[config.mk]
export PLATFORM = sky130hd
export DESIGN_NAME = t1tx_line_ctrl
export DESIGN_NICKNAME = d
export VERILOG_FILES = /design/src/rtl/t1tx_pkg.sv /design/src/rtl/t1tx_tick_gen.sv /design/src/rtl/t1tx_clk_watch.sv /design/src/rtl/t1tx_coder_det.sv /design/src/rtl/t1tx_settle.sv /design/src/rtl/t1tx_line_ctrl.sv
export SDC_FILE = /design/constraint.sdc
export NUM_CORES = 1
export LEC_CHECK = 0
export BUFFER_PORTS_ARGS = -buffer_cell sky130_fd_sc_hd__buf_2
export CORE_MARGIN = 2
export CORE_UTILIZATION = 35
export DETAILED_ROUTE_END_ITERATION = 8
export PLACE_DENSITY_LB_ADDON = 0.3
export SLEW_MARGIN = 20
export SYNTH_ARGS = -nofsm -noshare
export SYNTH_HDL_FRONTEND = slang
export SYNTH_SLANG_ARGS = --single-unit
[constraint.sdc]
create_clock -name clk -period 1.7 [get_ports clk]
set_input_delay 0.34 -clock clk [delete_from_list [all_inputs] [get_ports clk]]
set_output_delay 0.34 -clock clk [all_outputs]
set_load 0.01 [all_outputs]
[src/rtl/t1tx_pkg.sv]
package t1tx_pkg;

  typedef enum logic [1:0] {
    TSRC_TCLK  = 2'd0,
    TSRC_MCLK  = 2'd1,
    TSRC_LOCAL = 2'd2
  } tsrc_e;

  typedef struct packed {
    logic p;
    logic n;
    logic flip;
  } mark_t;

  // Which clock times the bits, given the two loss flags.
  function automatic tsrc_e pick_src(input logic tclk_lost, input logic mclk_lost);
    if (!tclk_lost)     return TSRC_TCLK;
    else if (!mclk_lost) return TSRC_MCLK;
    else                return TSRC_LOCAL;
  endfunction

  // One alternating mark; alt=0 means positive next.
  function automatic mark_t alt_mark(input logic alt);
    mark_t m;
    m.p    = ~alt;
    m.n    = alt;
    m.flip = 1'b1;
    return m;
  endfunction

  // Line decision for one bit period, in priority order.
  function automatic mark_t line_pick(input logic aos, input logic lost, input logic coder,
                                     input logic tp, input logic tn, input logic alt);
    mark_t m;
    m = '0;
    if (aos) begin
      m = alt_mark(alt);
    end else if (lost) begin
      m = '0;
    end else if (coder) begin
      if (tp) m = alt_mark(alt);
    end else begin
      m.p = tp;
      m.n = tn;
    end
    return m;
  endfunction

  // Run length beyond which coder mode engages.
  function automatic logic run_exceeds(input int unsigned run, input int unsigned hold);
    return run > hold;
  endfunction

endpackage

[src/rtl/t1tx_tick_gen.sv]
module t1tx_tick_gen #(
  parameter int MCLK_LOSS_CYC = 64,
  parameter int LOCAL_DIV     = 8
) (
  input  logic clk,
  input  logic rst_n,
  input  logic tclk_i,
  input  logic mclk_i,
  input  logic tpos_i,
  input  logic tneg_i,
  input  logic tclk_lost,
  output logic t_rise,
  output logic backup_tick,
  output logic bit_tick,
  output logic mclk_lost,
  output logic tpos_s,
  output logic tneg_s
);
  localparam int MW = $clog2(MCLK_LOSS_CYC + 1);
  localparam int DW = (LOCAL_DIV > 1) ? $clog2(LOCAL_DIV) : 1;

  logic          tclk_s, tclk_d, mclk_s, mclk_d;
  logic          m_rise, local_tick;
  logic [MW-1:0] miss_q;
  logic [DW-1:0] div_q;

  always_ff @(posedge clk or negedge rst_n) begin
    if (!rst_n) begin
      tclk_s <= 1'b0;
      tclk_d <= 1'b0;
      mclk_s <= 1'b0;
      mclk_d <= 1'b0;
      tpos_s <= 1'b0;
      tneg_s <= 1'b0;
    end else begin
      tclk_s <= tclk_i;
      tclk_d <= tclk_s;
      mclk_s <= mclk_i;
      mclk_d <= mclk_s;
      tpos_s <= tpos_i;
      tneg_s <= tneg_i;
    end
  end

  assign t_rise = tclk_s & ~tclk_d;
  assign m_rise = mclk_s & ~mclk_d;

  // Master clock loss: reference cycles since the last master edge.
  always_ff @(posedge clk or negedge rst_n) begin
    if (!rst_n)                         miss_q <= '0;
    else if (m_rise)                    miss_q <= '0;
    else if (miss_q != MW'(MCLK_LOSS_CYC)) miss_q <= miss_q + 1'b1;
  end
  assign mclk_lost = (miss_q == MW'(MCLK_LOSS_CYC));

  // Local reference divider.
  always_ff @(posedge clk or negedge rst_n) begin
    if (!rst_n)                         div_q <= '0;
    else if (div_q == DW'(LOCAL_DIV - 1)) div_q <= '0;
    else                                div_q <= div_q + 1'b1;
  end
  assign local_tick = (div_q == DW'(LOCAL_DIV - 1));

  assign backup_tick = mclk_lost ? local_tick : m_rise;
  assign bit_tick    = tclk_lost ? backup_tick : t_rise;

endmodule

[src/rtl/t1tx_clk_watch.sv]
module t1tx_clk_watch #(
  parameter int LOSS_BITS = 175
) (
  input  logic clk,
  input  logic rst_n,
  input  logic t_rise,
  input  logic backup_tick,
  output logic tclk_lost
);
  localparam int LW = $clog2(LOSS_BITS + 1);

  logic [LW-1:0] gap_q;

  always_ff @(posedge clk or negedge rst_n) begin
    if (!rst_n) begin
      gap_q     <= '0;
      tclk_lost <= 1'b0;
    end else if (t_rise) begin
      gap_q     <= '0;
      tclk_lost <= 1'b0;
    end else if (backup_tick && !tclk_lost) begin
      if (gap_q == LW'(LOSS_BITS - 1)) tclk_lost <= 1'b1;
      else                             gap_q <= gap_q + 1'b1;
    end
  end

endmodule

[src/rtl/t1tx_coder_det.sv]
module t1tx_coder_det #(
  parameter int CODER_HOLD = 16
) (
  input  logic clk,
  input  logic rst_n,
  input  logic t_rise,
  input  logic tneg_s,
  output logic coder_mode
);
  import t1tx_pkg::*;

  localparam int RW = $clog2(CODER_HOLD + 2);

  logic [RW-1:0] run_q, run_nx;

  always_comb begin
    run_nx = run_q;
    if (run_q != RW'(CODER_HOLD + 1)) run_nx = run_q + 1'b1;
  end

  always_ff @(posedge clk or negedge rst_n) begin
    if (!rst_n) begin
      run_q      <= '0;
      coder_mode <= 1'b0;
    end else if (t_rise) begin
      if (tneg_s) begin
        run_q <= run_nx;
        if (run_exceeds(int'(run_nx), CODER_HOLD)) coder_mode <= 1'b1;
      end else begin
        run_q      <= '0;
        coder_mode <= 1'b0;
      end
    end
  end

endmodule

[src/rtl/t1tx_settle.sv]
module t1tx_settle #(
  parameter int CTRL_W      = 5,
  parameter int SETTLE_BITS = 22
) (
  input  logic              clk,
  input  logic              rst_n,
  input  logic [CTRL_W-1:0] ctrl_i,
  input  logic              bit_tick,
  output logic              ctrl_change,
  output logic              settle_busy
);
  localparam int SW = $clog2(SETTLE_BITS + 1);

  logic [CTRL_W-1:0] ctrl_q;
  logic              primed_q;
  logic [SW-1:0]     left_q;

  assign ctrl_change = primed_q & (ctrl_i != ctrl_q);

  always_ff @(posedge clk or negedge rst_n) begin
    if (!rst_n) begin
      ctrl_q   <= '0;
      primed_q <= 1'b0;
      left_q   <= '0;
    end else begin
      ctrl_q   <= ctrl_i;
      primed_q <= 1'b1;
      if (ctrl_change)                left_q <= SW'(SETTLE_BITS);
      else if (bit_tick && left_q != '0) left_q <= left_q - 1'b1;
    end
  end

  assign settle_busy = (left_q != '0);

endmodule

[src/rtl/t1tx_line_ctrl.sv]
module t1tx_line_ctrl #(
  parameter int CODER_HOLD    = 16,
  parameter int LOSS_BITS     = 175,
  parameter int SETTLE_BITS   = 22,
  parameter int MCLK_LOSS_CYC = 64,
  parameter int LOCAL_DIV     = 8,
  parameter int LEN_W         = 3
) (
  input  logic             clk,
  input  logic             rst_n,
  input  logic             tclk_i,
  input  logic             mclk_i,
  input  logic             tpos_i,
  input  logic             tneg_i,
  input  logic             aos_pin_i,
  input  logic             host_mode_i,
  input  logic             cfg_aos_i,
  input  logic             cfg_hiz_i,
  input  logic             rloop_i,
  input  logic [LEN_W-1:0] len_sel_i,
  input  logic             lloop_i,
  output logic             pulse_p_o,
  output logic             pulse_n_o,
  output logic             line_oe_o,
  output logic             coder_mode_o,
  output logic             settle_busy_o,
  output logic [1:0]       timing_src_o
);
  import t1tx_pkg::*;

  localparam int CTRL_W = LEN_W + 2;

  // Named internal events, also watched by the checker.
  logic t_rise, backup_tick, bit_tick, mclk_lost, tclk_lost;
  logic tpos_s, tneg_s;
  logic coder_mode, settle_busy, ctrl_change;
  logic aos_req, aos_eff, hiz_force;
  logic pulse_p_q, pulse_n_q, alt_q;
  mark_t pick;
  tsrc_e src;
  logic [CTRL_W-1:0] ctrl_vec;

  t1tx_tick_gen #(
    .MCLK_LOSS_CYC (MCLK_LOSS_CYC),
    .LOCAL_DIV     (LOCAL_DIV)
  ) u_tick (
    .clk         (clk),
    .rst_n       (rst_n),
    .tclk_i      (tclk_i),
    .mclk_i      (mclk_i),
    .tpos_i      (tpos_i),
    .tneg_i      (tneg_i),
    .tclk_lost   (tclk_lost),
    .t_rise      (t_rise),
    .backup_tick (backup_tick),
    .bit_tick    (bit_tick),
    .mclk_lost   (mclk_lost),
    .tpos_s      (tpos_s),
    .tneg_s      (tneg_s)
  );

  t1tx_clk_watch #(.LOSS_BITS(LOSS_BITS)) u_watch (
    .clk         (clk),
    .rst_n       (rst_n),
    .t_rise      (t_rise),
    .backup_tick (backup_tick),
    .tclk_lost   (tclk_lost)
  );

  t1tx_coder_det #(.CODER_HOLD(CODER_HOLD)) u_coder (
    .clk        (clk),
    .rst_n      (rst_n),
    .t_rise     (t_rise),
    .tneg_s     (tneg_s),
    .coder_mode (coder_mode)
  );

  // All-ones request source and loopback override.
  assign aos_req   = host_mode_i ? cfg_aos_i : aos_pin_i;
  assign aos_eff   = aos_req & ~rloop_i;
  assign hiz_force = host_mode_i & cfg_hiz_i;

  assign ctrl_vec = {aos_req, lloop_i, len_sel_i};

  t1tx_settle #(
    .CTRL_W      (CTRL_W),
    .SETTLE_BITS (SETTLE_BITS)
  ) u_settle (
    .clk         (clk),
    .rst_n       (rst_n),
    .ctrl_i      (ctrl_vec),
    .bit_tick    (bit_tick),
    .ctrl_change (ctrl_change),
    .settle_busy (settle_busy)
  );

  assign pick = line_pick(aos_eff, tclk_lost, coder_mode, tpos_s, tneg_s, alt_q);

  always_ff @(posedge clk or negedge rst_n) begin
    if (!rst_n) begin
      pulse_p_q <= 1'b0;
      pulse_n_q <= 1'b0;
      alt_q     <= 1'b0;
    end else if (bit_tick) begin
      pulse_p_q <= pick.p;
      pulse_n_q <= pick.n;
      if (pick.flip) alt_q <= ~alt_q;
    end
  end

  assign src = pick_src(tclk_lost, mclk_lost);

  assign line_oe_o     = ~hiz_force & (~tclk_lost | aos_eff);
  assign pulse_p_o     = pulse_p_q & line_oe_o;
  assign pulse_n_o     = pulse_n_q & line_oe_o;
  assign coder_mode_o  = coder_mode;
  assign settle_busy_o = settle_busy;
  assign timing_src_o  = src;

endmodule

# Word-level counts from Yosys, hierarchy flattened
# Index checks and enable logic that the tools add are counted.
# totals
output_inout_bits	7
mem_count	0
mem_bits_rw	0
rom_bits	0
latch_bits	0
input_bits	15
regBits	45
# classes
magnitude_cmp	1
bitwise_logic	15
n_reduce_logical	12
div_mod_pow	0
shifts	0
n_eq_ne	8
mul	0
n_mux	25
n_addsub	5
# op_table
op	n
$mux W8	3
$mux W5	4
$mux W7	2
$mux W3	4
$mux W1	9
$add A8 B1 Y8 const B	1
$and A1 B1 Y1	8
$eq A8 B8 Y1 const B	1
$reduce_and A2 Y1	4
$reduce_bool A2 Y1	4
$add A7 B1 Y7 const B	1
$eq A7 B7 Y1 const B	1
$ne A7 B7 Y1 const B	1
$mux W2	3
$not A1 Y1	6
$add A5 B1 Y5 const B	1
$gt A5 B5 Y1 const B	1
$ne A5 B5 Y1	1
$ne A5 B5 Y1 const B	1
$reduce_bool A5 Y1	1
$sub A5 B1 Y5 const B	1
$add A3 B1 Y3 const B	1
$eq A3 B3 Y1 const B	1
$logic_and A1 B1 Y1	2
4 further kinds	4

# Logic depth before layout (Yosys ltp)
# Gate-level depths: netlist of the first run.
# depth
ltp_word	7
ltp_mapped	7

# By module
# Synthesis of the first run repeated with hierarchy kept, for this count alone.
# hier_totals
hier_cells	218
area_unflattened_um2	2279.7
# modules_own_cells
mod	area_per_inst_um2	cells_each	n_inst
t1tx_tick_gen	683.2	61	1
t1tx_clk_watch	516.7	50	1
t1tx_settle	460.4	38	1
t1tx_coder_det	354.1	37	1
t1tx_line_ctrl	265.3	32	1

# Least setup slack after synthesis of the first run
# No wires, ideal clock.
# synth_path
kind	register to register
start	register u_tick.miss_q[3]
end	register u_watch.gap_q[1]
path_slack_ns	-0.123
t_arrival_ns	1.736
path_buffers	0
synth_period_minus_slack_ns	1.823
stages_incl_launch_ff	6
cell_sequence	dfrtp_1 or4_4 o21a_4 o21ai_2 nor2_1 a211oi_2
# synth_between
elab_chain_cells	5
# synth_lines
element	line	text
start, declared	t1tx_tick_gen.sv:24	logic [MW-1:0] miss_q;
start signal, assigned	t1tx_tick_gen.sv:52	else if (miss_q != MW'(MCLK_LOSS_CYC)) miss_q <= miss_q + 1'b1;
$eq A7 B7 Y1	t1tx_tick_gen.sv:54	assign mclk_lost = (miss_q == MW'(MCLK_LOSS_CYC));
$mux W1	t1tx_tick_gen.sv:64	assign backup_tick = mclk_lost ? local_tick : m_rise;
$logic_and A1 B1 Y1	t1tx_clk_watch.sv:21	end else if (backup_tick && !tclk_lost) begin
$reduce_bool A2 Y1 (no line)	--	
$reduce_and A2 Y1 (no line)	--	
end signal, assigned	t1tx_clk_watch.sv:23	else gap_q <= gap_q + 1'b1;
end, declared	t1tx_clk_watch.sv:12	logic [LW-1:0] gap_q;
# No other way between the ends.
# A chain may end at the register's enable or synchronous reset.

# Final worst setup path of the first run
# layout_path
start	register u_tick.miss_q[4]
end	register u_watch.gap_q[0]
# Same word-level chain as after synthesis.

==> impl_metrics.csv, run 1 <==
group,metric,value,unit
outcome,status,"finished with violations",
outcome,violations,"setup timing",
route,drc,0,
critical_path,cp_max_fo,7,
clock_network,clk_latency,0.30,ns
yosys,synth-warning-count,0,
floorplanning,row_count,28,
min_path,min_from,"tneg_i",
global_route,grt_max_degree,30,
yosys,seq_area_frac_synth,50.9,%
critical_path,crit_chain,"or4_4, buf_4, nor2_4, buf_4, o21ai_4, or4_1, o21ai_0",
place,dp_hpwl,3080,µm
clock_network,cts_tree,"built",
power_and_ir_drop,total_power,2550,µW
critical_path,cp_slowest_cell,"or4_4",
clock_network,cts_buffer_depth,2,
critical_path,path_class,"reg2reg",
global_route,first_global_vias,1688,
clock_network,cts_buffers,5,
critical_path,reg2reg_to,"u_watch.gap_q[0]",
global_route,track_usage,14.3,%
yosys,synth.distinct_cells,52,
min_path,whs_endpoint,"u_tick.tneg_s",
critical_path,cp_common_cell,"buf_4",
final_layout,fin_cells,343,
final_layout,nets,291,
floorplanning,die_area,6970,µm²
route,post_drt_wl_per_cell,13.2,µm
clock_network,clock-sinks,45,
critical_path,ff2ff_path_depth,7,
yosys,synth_seq_cells,45,
sta,slew_viol_final,0,
sta,skew,0.00954,ns
critical_path,required,1.92,ns
yosys,synth_cells,206,
critical_path,cp_data_arrival_time,2.21,ns
power_and_ir_drop,cellPowerDensity,881,nW/µm²
min_path,min_path_type,"in2reg",
sta,fin_crit_sh,117,%
global_route,grt_pass1_wl,8040,µm
global_route,antenna_found_initial,0,
yosys,syn_area_per_cell,10.7,µm²
floorplanning,pin_count,22,
sta,setup_violations,20,
yosys,synth.cell_area,2210,µm²
floorplanning,core-area,6030,µm²
route,vias,1697,
place,post-place-cells,320,
place,gp_congestion,0.760,
place,dp_slack,-0.174,ns
critical_path,start_kind,"flop",
sta,hold_viol_final,0,
clock_network,clk_pin_slew,0.10,ns
clock_network,cts.htree.levels,2,
critical_path,r2r_slack,-0.29,ns
final_layout,syn2layout_area_growth,30.9,%
floorplanning,die_x,83.5,µm
route,drt.antenna.violating_nets,0,
sta,setup_ws,-0.293,ns
route,wl,4510,µm
final_layout,drive_gt1_share,34.3,%
final_layout,multi_input_area,1140,µm²
route,viasPerCell,4.95,
route,dr.pass1.iters,4,
floorplanning,start_util,36.7,%
final_layout,seq_area,1130,µm²
final_layout,nFillCells,559,
sta,rsz0062_at_grt,"yes",
global_route,overflow,0,
place,numPortBuffers,21,
critical_path,worst_setup_path_end_kind,"flop",
yosys,ys.flop_type,"dfrtp_1",
floorplanning,fp.dieH,83.5,µm
sta,min_period,1.99,ns
flow_run,maxCapViolations,0,
clock_network,clk_root_buffer_cell,"clkbuf_8",
yosys,synth_edf_count,0,
final_layout,antenna_cells,0,
power_and_ir_drop,vdd_ir_drop_max,474,µV
route,first_iter_violations,54,
yosys,synth_fp_nets,230,
sta,fmax,0.502,GHz
min_path,holdPathStages,1,
yosys,async_reset_ff_share,100,%
critical_path,rr_startpoint,"u_tick.miss_q[4]",
final_layout,utilization,48.0,%
power_and_ir_drop,p_leak,0.00133,µW
critical_path,critPathMaxStageDelay,0.53,ns
-- layout by cell type (no fill, tap or decap), types with 2 or more instances in the layout --
cell type	instances
xor2_1	7
dfrtp_1	45
or3_1	3
xnor2_1	10
nor2b_1	3
mux2i_1	5
o21ai_1	3
nor3_1	2
o2111ai_2	2
o21ai_4	3
a21oi_1	4
a21oi_2	2
nor2_4	2
nand2_1	12
nor2_1	16
buf_6	2
inv_1	8
ha_1	8
inv_2	4
o21ai_0	11
and2_1	4
clkbuf_8	5
nand3_1	7
nand2b_1	5
and3_1	2
buf_4	33
buf_2	20
-- power breakdown --
part / leakage [µW] / total (µW) / switching (µW) / internal [µW]
registers: 0.000564 / 1260 / 86.2 / 1170
logic: 0.000719 / 606 / 296 / 309
clock network: 0.0000445 / 690 / 397 / 292
-- how the worst max path moves through the flow --
stage / from / endpoint / slack (ns) / cells past startpoint
finish: u_tick.miss_q[4] / u_watch.gap_q[0] / -0.29 / 7
floorplan: u_tick.miss_q[5] / u_settle.left_q[1] / -0.11 / 5
detailed placement: u_tick.miss_q[5] / u_settle.left_q[1] / -0.17 / 5
global route: u_tick.miss_q[2] / alt_q / -0.34 / 6
CTS: u_tick.miss_q[2] / timing_src_o[1] / -0.28 / 4
global placement: u_tick.miss_q[5] / u_settle.left_q[2] / -0.13 / 5
-- worst max-delay path: cells and delay by family, from the launching register on --
kind	cells	cell delay (ns)
buffers and inverters	2	0.32
AO/OA/AOI/OAI	2	0.15
flip-flops	1	0.40
AND/OR/NAND/NOR	3	1.03
-- per-stage QoR --
step,hold slack (ns),instance area (µm²),TNS (ns)
floorplan,0.0444,2250,-0.960
global placement,0.301,2610,-1.45
detailed placement,0.304,2610,-2.27
CTS,0.125,2820,-3.79
global route,0.111,2890,-5.20
finish,0.133,2890,-3.93
-- Yosys cell counts, types with 3 or more instances --
cell type | number | share of area [%]
a21oi_1 | 6 | 1.4
and2_1 | 5 | 1.4
clkbuf_1 | 4 | 0.68
dfrtp_1 | 45 | 51
ha_1 | 9 | 5.1
inv_1 | 12 | 2.0
mux2i_1 | 5 | 2.3
nand2_1 | 13 | 2.2
nand2b_1 | 5 | 1.4
nand3_1 | 7 | 1.6
nor2_1 | 17 | 2.9
nor2b_1 | 3 | 0.85
nor3_1 | 3 | 0.68
o21ai_0 | 14 | 3.2
or3_1 | 3 | 0.85
xnor2_1 | 11 | 4.4
xor2_1 | 7 | 2.8
-- repair_timing --
item	4_1_cts	5_1_grt
buffers inserted	7	6
gates cloned	1	0
hold buffers	1	0
hold endpoints to repair	16	0
resized for setup	16	7
endpoints found under the setup margin	23	22
pin swaps	6	5
-- layer usage --
layer	GRT usage, %	wire [µm]
met1	20.1	2310
met2	22.1	2030
met3	3.07	131
met4	4.40	46
met5	0	0
-- area by class of cell --
cell class,instances,area share (%)
sequential,45,38.9
tap,75,3.24
clock buffer,5,2.38
inverter,12,1.56
multi-input combinational,146,39.3
clock inverter,3,0.735
timing repair buffer,57,13.8
-- state kept, by name, summed over array words and instances (netlist names), 3 cells and up --
register and count:
u_tick.miss_q 7, u_tick.div_q 3, u_settle.ctrl_q 5, u_coder.run_q 5
u_settle.left_q 5, u_watch.gap_q 8
-- cells by family after synthesis --
logic type / Yosys count / share of synthesized area (%)
simple gates: 69 / 16.9
flops: 45 / 50.9
compound gates: 43 / 14.8
xor+xnor: 18 / 7.13
buf+inv: 16 / 2.72
fa+ha+maj: 9 / 5.09
mux: 5 / 2.26
other cells: 1 / 0.170
No activity file was read; power rests on OpenSTA's default activity.
==> run 2, diff against run 1 <==
Settings changed: CTS_BUF_LIST from default to sky130_fd_sc_hd__clkbuf_4.
==> run 2 against run 1 <==
- the flow still finishes with violations (setup timing)
- sequential cell count is the same
- combinational power grew 2%
- die area is the same
- hold slack lost 0.085 ns
- count of clock-buffer cells in the layout is the same
- clock skew grew 0.0072 ns
- sequential share of layout area grew 0.36 points
- first-iteration DRC count grew 20%
- final cell count shrank 0.87%
- critical path type is now reg2out
- largest power group unchanged
==> impl_metrics.csv, run 2 (synthesis results as in run 1) <==
group,metric,value,unit
place,dp_hpwl,3080,µm
global_route,antenna_found_initial,0,
floorplanning,die_x,83.5,µm
global_route,grt_pass1_wl,7960,µm
route,wl,4460,µm
final_layout,syn2layout_area_growth,29.7,%
power_and_ir_drop,vdd_ir_drop_max,482,µV
clock_network,clk_latency,0.38,ns
final_layout,utilization,47.6,%
final_layout,antenna_cells,0,
sta,hold_viol_final,0,
route,drt.antenna.violating_nets,0,
place,gp_congestion,0.760,
clock_network,clock-sinks,45,
critical_path,cp_max_fo,2,
critical_path,ff2ff_path_depth,6,
outcome,status,"finished with violations",
clock_network,cts.htree.levels,2,
route,first_iter_violations,65,
route,dr.pass1.iters,4,
global_route,track_usage,14.2,%
final_layout,fin_cells,340,
route,vias,1685,
sta,fin_crit_sh,122,%
sta,setup_ws,-0.373,ns
critical_path,path_class,"reg2out",
final_layout,drive_gt1_share,34.3,%
critical_path,worst_setup_path_end_kind,"output port",
critical_path,reg2reg_to,"alt_q",
final_layout,final_common_cell,"dfrtp_1",
sta,setup_violations,21,
sta,tns,-4.14,ns
outcome,violations,"setup timing",
place,numPortBuffers,21,
floorplanning,start_util,36.7,%
min_path,holdPathStages,1,
clock_network,clk_pin_slew,0.15,ns
clock_network,cts_tree,"built",
critical_path,required,1.36,ns
route,drc,0,
clock_network,cts_buffers,5,
place,post-place-cells,320,
floorplanning,core-area,6030,µm²
critical_path,r2r_slack,-0.27,ns
final_layout,largest_reg_flops,8,
power_and_ir_drop,cellPowerDensity,847,nW/µm²
flow_run,maxCapViolations,0,
min_path,min_path_type,"in2reg",
final_layout,reg.largest.list,"u_watch.gap_q x8, u_tick.miss_q x7",
place,dp_slack,-0.174,ns
sta,slew_viol_final,0,
final_layout,final_cell_mix,"dfrtp_1 (45), buf_4 (29), buf_2 (17), nor2_1 (15), nand2_1 (12)",
final_layout,nets,288,
global_route,overflow,0,
min_path,min_from,"tpos_i",
clock_network,cts_buffer_depth,2,
final_layout,largest_register,"u_watch.gap_q",
route,post_drt_wl_per_cell,13.1,µm
critical_path,rr_startpoint,"u_tick.miss_q[4]",
power_and_ir_drop,p_leak,0.00131,µW
floorplanning,row_count,28,
clock_network,clk_root_buffer_cell,"clkbuf_4",
min_path,whs_endpoint,"u_tick.tpos_s",
global_route,first_global_vias,1698,
critical_path,cp_data_arrival_time,1.73,ns
floorplanning,pin_count,22,
floorplanning,die_area,6970,µm²
global_route,grt_max_degree,30,
route,viasPerCell,4.96,
sta,fmax,0.482,GHz
critical_path,start_kind,"flop",
sta,min_period,2.07,ns
sta,rsz0062_at_grt,"yes",
floorplanning,fp.dieH,83.5,µm
sta,skew,0.0167,ns
[run 2: power breakdown]
group	switching, µW	leakage [µW]	total (µW)	internal (µW)
clock network	391	0.0000316	555	164
registers	86.3	0.000564	1260	1170
logic	298	0.000712	620	322
total	775	0.00131	2430	1660
[run 2: how the worst max path moves through the flow]
stage                     startpoint                 end  slack (ns)
finish              u_tick.miss_q[4]     timing_src_o[1]       -0.37
floorplan           u_tick.miss_q[5]  u_settle.left_q[1]       -0.11
global placement    u_tick.miss_q[5]  u_settle.left_q[2]       -0.13
detailed placement  u_tick.miss_q[5]  u_settle.left_q[1]       -0.17
CTS                 u_tick.miss_q[2]     timing_src_o[1]       -0.37
global route        u_tick.miss_q[4]     timing_src_o[1]       -0.44
[run 2: layout make-up]
cell class / instances / area, µm²
clock buffers: 5 / 37.5
clock inverters: 3 / 21.3
fillers: 565 / 3160
inverters: 12 / 45.0
multi-input cells: 146 / 1140
flip-flops and latches: 45 / 1130
well taps: 75 / 93.8
repair buffers: 54 / 400
[run 2: per-layer routing]
metal	global-route usage (%)	up-vias	share of wire (%)
li1	-	836	-
met1	19.7	819	50
met2	21.9	23	45
met3	4.25	7	3.2
met4	3.52	0	1.7
met5	0	-	0
[run 2: timing repair]
action	4_1_cts	5_1_grt
endpoints found under the setup margin	24	22
buffers inserted	6	4
hold endpoints to repair	16	0
pin swaps	8	7
cloned	1	0
resized for setup	18	12
hold buffers	1	0
[run 2: critical path, stage by stage (launching register included)]
cell	delay (ns)
dfrtp_1	0.42
or4_4	0.53
buf_6	0.15
nor3_4	0.11
buf_2	0.15
[run 2: through the flow]
stage	hold slack [ns]	cell area [µm²]	total power (µW)
3_5_place_dp	0.304	2610	1780
4_1_cts	0.0435	2790	2410
2_1_floorplan	0.0444	2250	1570
5_1_grt	0.0150	2870	2580
6_report	0.0472	2870	2430
3_3_place_gp	0.301	2610	1770
==> run 3, diff against run 2 <==
Settings changed: CORE_MARGIN 2 to default.
Clock period 1.7 ns to 2.6 ns, I/O delays scaled along.
==> run 3 against run 2 <==
- the flow now finishes without violations
- count of clock-buffer cells in the layout grew 1
- utilization shrank 6.2 points
- wire length shrank 13%
- power shrank 41%
- combinational power shrank 58%
- first-iteration DRC count shrank 29%
- final cell count shrank 9.1%
- sequential power shrank 34%
- clock skew shrank 0.0047 ns
- global-route usage shrank 0.43 points
- critical path type unchanged
- highest routed layer unchanged
==> impl_metrics.csv, run 3 (synthesis results as in run 1) <==
group,metric,value,unit
critical_path,cp_data_arrival_time,1.92,ns
clock_network,cts_buffer_depth,2,
global_route,track_usage,13.8,%
clock_network,ctsResizeCount,0,
flow_run,maxCapViolations,0,
final_layout,drive_gt1_share,18.4,%
sta,rsz0062_at_grt,"no",
final_layout,reg.largest.list,"u_watch.gap_q x8, u_tick.miss_q x7",
sta,setup_violations,0,
place,gp_congestion,0.752,
power_and_ir_drop,cellPowerDensity,578,nW/µm²
critical_path,cp_slowest_cell,"or4_4",
sta,fin_crit_sh,93.9,%
floorplanning,die_x,81.5,µm
clock_network,ctsHoldBuffers,0,
power_and_ir_drop,p_comb_share,18.2,%
sta,min_period,2.44,ns
route,first_iter_violations,46,
final_layout,nFillCells,598,
clock_network,cts_buffers,5,
clock_network,clk_latency,0.36,ns
place,post_dp_cell_area,2420,µm²
critical_path,worst_setup_path_end_kind,"output port",
power_and_ir_drop,clkPwrFrac,23.9,%
final_layout,seq_area,1130,µm²
final_layout,nets,257,
floorplanning,row_count,28,
route,dr.pass1.iters,4,
route,vias,1548,
critical_path,start_kind,"flop",
critical_path,crit_chain,"or4_4, nor2_1, nor2_1, buf_2",
final_layout,largest_reg_flops,8,
final_layout,antenna_cells,0,
floorplanning,start_util,36.9,%
critical_path,crit_start,"u_tick.miss_q[3]",
critical_path,cp_max_fo,5,
final_layout,final_cell_mix,"dfrtp_1 (45), buf_2 (21), nor2_1 (17), o21ai_0 (14), nand2_1 (13)",
final_layout,multi_input_area,1030,µm²
power_and_ir_drop,switching_power,431,µW
global_route,first_global_vias,1542,
sta,tns,0,ns
min_path,min_path_type,"in2async",
sta,slew_viol_final,0,
sta,worst_pin_slew,0.610,ns
floorplanning,core-area,5990,µm²
route,viasPerCell,5.01,
place,dp_hpwl,2850,µm
route,wl,3860,µm
global_route,overflow,0,
floorplanning,pin_count,22,
route,post_drt_wl_per_cell,12.5,µm
clock_network,postCtsSetupBuffers,0,
final_layout,final_common_cell,"dfrtp_1",
clock_network,clk_pin_slew,0.13,ns
critical_path,cp.buffers_inverters,1,
final_layout,syn2layout_area_growth,12.2,%
sta,fmax,0.410,GHz
place,numPortBuffers,21,
power_and_ir_drop,total_power,1430,µW
route,drc,0,
sta,hold_viol_final,0,
clock_network,cts.htree.levels,2,
power_and_ir_drop,p_sw_share,30.1,%
final_layout,design_area,2480,µm²
sta,relSlewSlack,58.8,%
power_and_ir_drop,seqPwrFrac,57.9,%
sta,skew,0.0120,ns
global_route,antenna_found_initial,0,
critical_path,cp_common_cell,"nor2_1",
critical_path,rr_startpoint,"u_tick.miss_q[3]",
final_layout,largest_register,"u_watch.gap_q",
power_and_ir_drop,p_leak,0.00111,µW
critical_path,path_delay_family,"simple AND/OR/NAND/NOR gates",
clock_network,cts_tree,"built",
floorplanning,die_area,6640,µm²
outcome,status,"finished clean",
global_route,grt_max_degree,46,
global_route,grt_pass1_wl,6900,µm
critical_path,required,2.08,ns
critical_path,critPathMaxStageDelay,0.61,ns
power_and_ir_drop,vdd_ir_drop_max,372,µV
clock_network,clock-sinks,45,
critical_path,path_class,"reg2out",
clock_network,clk_root_buffer_cell,"clkbuf_4",
power_and_ir_drop,intPower,1000,µW
floorplanning,fp.dieH,81.5,µm
route,drt.antenna.violating_nets,0,
[run 3: changes by cell type in the layout (fill, tap and decap cells not counted), sizes merged]
| cell | previous run | this run |
|---|---|---|
| clkinv | 1 | 0 |
| inv | 13 | 12 |
| buf | 53 | 24 |
| dlygate4sd3 | 1 | 0 |
| clkinvlp | 1 | 2 |
| clkbuf | 5 | 6 |
| o21a | 2 | 1 |
[run 3: worst reg2reg max path: stages (launching register included)]
cell	delay [ns]
dfrtp_1	0.43
or4_4	0.61
o21a_4	0.29
o21ai_2	0.26
nor2_1	0.10
a211oi_2	0.22
[run 3: worst paths after layout]
path                                      endpoint  slack [ns]  cells past startpoint
worst max-delay path               timing_src_o[0]        0.16                      4
worst min-delay path            u_settle.ctrl_q[0]        0.22                      2
worst max register to register    u_watch.gap_q[1]        0.62                      5
worst min register to register       u_tick.mclk_d        0.39                      0
max in group asynchronous         u_tick.miss_q[1]        2.00                      2
min in group clk                     u_tick.tpos_s        0.26                      1
[run 3: power groups by stage]
stage               registers [µW]  clock network [µW]  logic (µW)
finish                         830                 343         261
global route                   843                 382         302
global placement               841                   0         260
floorplan                      828                   0         194
detailed placement             843                   0         264
CTS                            829                 360         265
[run 3: stage by stage]
step | hold slack [ns] | cells | setup WS [ns] | utilization [%]
after floorplan | 0.224 | 206 | 0.685 | -
after global placement | 0.358 | 301 | 0.318 | 40.4
after detailed placement | 0.359 | 301 | 0.275 | 40.4
after CTS | 0.229 | 309 | 0.136 | 41.4
after global routing | 0.234 | 309 | 0.0343 | 41.4
final | 0.217 | 309 | 0.160 | 41.4
[run 3: layout make-up]
class                           instances  area share (%)
Sequential cell                        45            45.4
Tap cell                               75            3.78
Timing Repair Buffer                   24            5.14
Clock buffer                            6            1.82
Clock inverter                          2           0.605
Multi-Input combinational cell        145            41.5
Inverter                               12            1.82
[run 3: layer usage]
metal  wire length, µm  share of wire [%]  track usage [%]  vias up
li1                  -                  -                -      778
met3               111                2.9             3.33        5
met1              1880                 49             18.0      739
met5                 0                  0                0        -
met2              1820                 47             22.5       26
met4                53                1.4             4.29        0
